===== config.mk =====
export PLATFORM = sky130hd
export DESIGN_NAME = sample_slip_regen
export DESIGN_NICKNAME = d
export VERILOG_FILES = /design/src/rtl/sample_slip_regen.sv
export SDC_FILE = /design/constraint.sdc
export NUM_CORES = 1
export LEC_CHECK = 0
export ABC_AREA = 1
export BUFFER_PORTS_ARGS = -buffer_cell sky130_fd_sc_hd__clkbuf_2
export CORE_UTILIZATION = 53
export DETAILED_ROUTE_END_ITERATION = 12
export GPL_TIMING_DRIVEN = 0
export PLACE_DENSITY_LB_ADDON = 0.3
export SYNTH_ARGS = -nofsm -noshare
export SYNTH_HDL_FRONTEND = slang
export SYNTH_SLANG_ARGS = --single-unit

===== constraint.sdc =====
create_clock -name clk -period 1.3 [get_ports clk]
set_input_delay 0.065 -clock clk [delete_from_list [all_inputs] [get_ports clk]]
set_output_delay 0.065 -clock clk [all_outputs]
set_load 0.05 [all_outputs]

===== src/rtl/sample_slip_regen.sv =====
module sample_slip_regen #(
  parameter int W     = 8,
  parameter int DEPTH = 9
) (
  input  logic         clk,
  input  logic         rst_n,
  input  logic         burst_start,
  input  logic         slip_en,
  input  logic [W-1:0] in_data,
  input  logic         add_req,
  input  logic         drop_req,
  output logic [W-1:0] out_data,
  output logic         slip_ovf
);
  localparam int C  = (DEPTH - 1) / 2;
  localparam int OW = $clog2(DEPTH) + 1;
  localparam int TW = $clog2(DEPTH);
  localparam logic signed [OW-1:0] OMAX = OW'(C);
  localparam logic signed [OW-1:0] OMIN = -OW'(C);

  logic [W-1:0]          line [DEPTH];
  logic signed [OW-1:0]  off;
  logic [TW-1:0]         tap;

  wire net_add  = slip_en & add_req & ~drop_req;
  wire net_drop = slip_en & drop_req & ~add_req;
  wire add_room  = (off != OMAX);
  wire drop_room = (off != OMIN);

  always_ff @(posedge clk) begin
    if (!rst_n || burst_start) begin
      for (int i = 0; i < DEPTH; i++) line[i] <= '0;
      off      <= '0;
      slip_ovf <= 1'b0;
    end else begin
      line[0] <= in_data;
      for (int i = 1; i < DEPTH; i++) line[i] <= line[i-1];
      if (net_add) begin
        if (add_room) off <= off + 1'b1;
        else          slip_ovf <= 1'b1;
      end else if (net_drop) begin
        if (drop_room) off <= off - 1'b1;
        else           slip_ovf <= 1'b1;
      end
    end
  end

  always_comb tap = slip_en ? TW'(C + int'(off)) : TW'(C);
  assign out_data = line[tap];


  clear_out_chk: assert property (@(posedge clk) disable iff (!rst_n)
    burst_start |=> (out_data == '0 && !slip_ovf));


  dup_sample_chk: assert property (@(posedge clk) disable iff (!rst_n)
    (slip_en && add_req && !drop_req && !burst_start && off != OMAX)
      |=> (!slip_en || $stable(out_data)));


  off_range_chk: assert property (@(posedge clk) disable iff (!rst_n)
    (off >= OMIN && off <= OMAX));


  cancel_chk: assert property (@(posedge clk) disable iff (!rst_n)
    (add_req && drop_req && !burst_start) |=> $stable(off));


  bypass_hold_chk: assert property (@(posedge clk) disable iff (!rst_n)
    (!slip_en && !burst_start) |=> $stable(off));


  no_overflow_chk: assert property (@(posedge clk) disable iff (!rst_n)
    (slip_en && add_req && !drop_req && !burst_start && off == OMAX) |=> slip_ovf);


  ovf_sticky_chk: assert property (@(posedge clk) disable iff (!rst_n)
    (slip_ovf && !burst_start) |=> slip_ovf);
endmodule


### Word level (Yosys, flattened, before mapping)

Memory sizes are Yosys's and may differ from the RTL's.
Index checks and enable logic that the tools add are counted.

* flip-flop bits (word level): 6
* RAM bits: 72
* output and inout port bits: 9
* logic and storage cells: 53
* memories: 1

* add/subtract/negate cells: 3
* equal/unequal tests: 5
* multiplexer cells: 21
* bitwise logic cells: 15
* reduce and logical (&&, ||, !) cells: 6

Memory list
* line: words 9, width 8, read ports 9, clocked after Yosys merged registers in 0, wr ports 9, RTL line 21 `logic [W-1:0] line [DEPTH];`

Operators with widths (count)
* $mux 8: 9
* $mux 5: 4
* $or 1x1->1: 9
* $mux 1: 7
* $reduce_and 3->1: 2
* $add 5x1->5 const B: 1
* $ne 5x3->1 const B: 1
* $ne 5x4->1 const B: 1
* $sub 5x1->5 const B: 1
* $add 4x4->4 const A: 1
* $and 1x1->1: 4
* $mux 4: 1
* $ne 2x2->1 const B: 2
* $reduce_bool 2->1: 2
* $ne 2x1->1 const B: 1
* $not 1->1: 2
* $logic_not 1->1: 1
* $logic_or 1x1->1: 1

### Logic depth before layout (Yosys ltp)

* depth after elaboration: 5
* gate-level depth with buffers: 11
* gate-level depth less buffers: 11

### Worst setup path before layout

OpenSTA, ideal clock, no wires.

* kind: flip-flop to output port
* start point: reg off[3]
* end point: out out_data[0]
* arrival: 1.440 ns
* data required time: 1.235 ns
* setup slack: -0.205 ns
* stages on the path, launching flop included: 7
* cell sequence: dfxtp_1 -> inv_1 -> ha_1 -> nor2_2 -> inv_1 -> nand3_1 -> nand2_1

* cells in the longest elaborated chain, start to end: 3

Ends and longest elaborated chain
* start: declaration: RTL line 22 `logic signed [OW-1:0] off;`
* start signal: assignment: RTL line 39 `if (add_room) off <= off + 1'b1;`
* start signal: assignment: RTL line 42 `if (drop_room) off <= off - 1'b1;`
* $add 4x4->4: RTL line 48 `always_comb tap = slip_en ? TW'(C + int'(off)) : TW'(C);`
* $mux 4: RTL line 48
* $mem_v2 9x8
* end: declaration: RTL line 12 `output logic [W-1:0] out_data,`

Every way passes these cells.

### Final worst setup path

* start point: reg off[0]
* end point: out out_data[6]

The elaborated chain is that of the path after synthesis.

==> metrics.txt <==
fin crit share=137%; Root Buffer=clkbuf_8; Initial Util=56.2%; Distinct cells, synth=25; via count=2,646; Rows=27; pin count of the biggest net entering global routing=13; post-synth top area cell=dfxtp_1; Switch Pwr=1.11 mW; RePlAce Congestion=0.818; Pint=3.28 mW; number of flops mapped to enable cells by yosys=0; maximum clock path buffer count=2; clk sinks=78; via-per-instance ratio=4.79; Post-Layout Cell Count=552; final WL=7110 um; worst vdd rail ir drop=0.802 mV; ys flop type=dfxtp_1; met1 GRT Util=27.7%; Rel. slew slack=62.0%; met3 usage=7.59%; clock power share=33.5%; TritonCTS Buffers=9; #FFs+latches synth=78; dpl cells=519; Die Ht=79.3 um; Final HPWL DP=4470 um; leak pwr=1.74 nW; Clock Skew=0.00487 ns; Slew @ Worst Pin=0.568 ns; Area Overhead vs Synth=27.5%; ranking of synthesized cells by area=dfxtp_1 49%, inv_1 10%, nor2_1 10%; Post-Layout Inst Area=4040 sq um; number of H-tree levels=3; Slew Limit Fails=0; Synth async-reset ratio=0%; Antenna Nets Post-Route=0; CTS tree=done; register area share after synthesis=49.3%; die area=6290 sq um; Seq pwr share=55.2%; final core occ=71.6%; Ys Warns=0; global-route wire length before repair=11,500 um; crit end category=primary output; number of diodes=0; CP arrival=1.72 ns; DRC errors left=0; share of post-route cells with drive strength above 1=21.5%; most common cell after layout, fill and taps aside=nor2_1; Final Setup Violations=14; number of nets in the layout=496; most frequent cells in the layout=85 x nor2_1, 84 x inv_1, 74 x dfxtp_1; Peak Freq=562 MHz; port bufs=21; Comb pwr share=11.4%; GR Util All Layers=24.7%; Worst Hold Class=input port to flop; status=finished with violations; vias in the first global route=2,494; Mapped Nets=446; Total Power=4.40 mW; max_cap viols=0; die width=79.3 um; met2 Track Usage GR=42.5%; Final Hold Viols=0; final worst slack=-0.481 ns; Synth Cell Area=3170 sq um; WP data required=1.24 ns; core footprint=5640 sq um; critical-path maximum fanout=9; grt ovf=0; IO Count=23; syn_area_per_cell=7.44 sq um; Switching Fraction=25.3%; PD cells=1090 nW/um^2; First DRT Iteration DRCs=138; top-area cell type share of the netlist area=49.3%; cells after synthesis=426; crit path launch type=flop; initial antenna violation count=0; RSZ-0062 raised after global routing=true; Area after DPL=3430 sq um; worst skew pair latency=0.33 ns; failing checks=setup timing; routed len/inst=12.9 um; drt first pass iters=5; Top Usage Layer GRT=met2; Worst-path clk slew=0.07 ns; Period minus WS final=1.78 ns; setup TNS=-4.78 ns; WS Path Type=flop to primary output
-- timing repair --
| action | 4_1_cts | 5_1_grt |
|---|---|---|
| endpoints found under the hold margin | 8 | 0 |
| setup endpoints to repair | 14 | 14 |
| pin swaps | 21 | 12 |
| gates resized for setup | 59 | 7 |
| cloned | 1 | 0 |
| hold buffers | 8 | 0 |
| buffers inserted | 9 | 0 |
-- cells by family (layout without fill, tap and decap cells) --
family | Yosys count | after routing | share of synthesized area [%]
compound gates | 35 | 35 | 7.54
xor+xnor | 2 | 2 | 0.553
fa+ha+maj | 6 | 6 | 2.61
buf+inv | 104 | 157 | 13.7
flops | 78 | 78 | 49.3
simple gates | 201 | 202 | 26.3
-- synthesized netlist by cell type (2+ instances only) --
cell / number
inv_1: 87
nor2_1: 86
nand2_1: 79
dfxtp_1: 78
nand3_1: 26
o211ai_1: 24
a21oi_1: 10
buf_2: 6
ha_1: 5
buf_6: 4
clkbuf_1: 3
buf_4: 2
inv_2: 2
nand2_2: 2
nand4_1: 2
-- final timing paths --
path,to,startpoint,depth (start not counted),slack (ns)
worst min register to register,line[2][1],line[1][1],2,0.43
worst max-delay path,out_data[6],off[0],8,-0.48
worst min-delay path,off[2],burst_start,4,0.1
worst max register to register,off[4],off[0],11,-0.41
-- metal layers --
metal,part of all wire [%],vias up
met2,49,79
met3,5.8,10
met5,0,-
met4,1.5,0
li1,-,1389
met1,43,1168
-- metrics by stage --
step | hold slack, ns | setup slack (ns)
2_1_floorplan | 0.177 | 0.00624
3_3_place_gp | 0.262 | -0.360
3_5_place_dp | 0.269 | -0.408
4_1_cts | 0.0444 | -0.456
5_1_grt | 0.0975 | -0.552
6_report | 0.0951 | -0.481
-- worst max-delay path: stages (launching register included) --
cell and delay [ns]:
dfxtp_4 0.40, nand2_4 0.09, buf_8 0.15, buf_12 0.12
o211ai_1 0.19, nand3_1 0.13, nand3_2 0.11, nand2_4 0.05
buf_8 0.14
-- registers in the layout, summed over array words and instances (netlist names) --
register,count
line,72
off,5
slip_ovf,1
-- power by group through the flow --
| stage | sequential (mW) | clock (mW) | combinational, mW |
|---|---|---|---|
| final | 2.43 | 1.47 | 0.500 |
| after detailed placement | 2.48 | 0 | 0.360 |
| after global placement | 2.48 | 0 | 0.347 |
| after CTS | 2.42 | 1.51 | 0.477 |
| after global routing | 2.43 | 1.62 | 0.539 |
| after floorplan | 2.48 | 0 | 0.272 |
-- layout make-up --
cell class	count	area (sq um)
Timing Repair Buffer	38	392
Inverter	89	337
Fill cell	424	1600
Clock inverter	5	27.5
Sequential cell	78	1570
Multi-Input combinational cell	245	1380
Buffer	15	114
Clock buffer	10	128
Tap cell	72	90.1
Power figures use the tool's default switching activity.
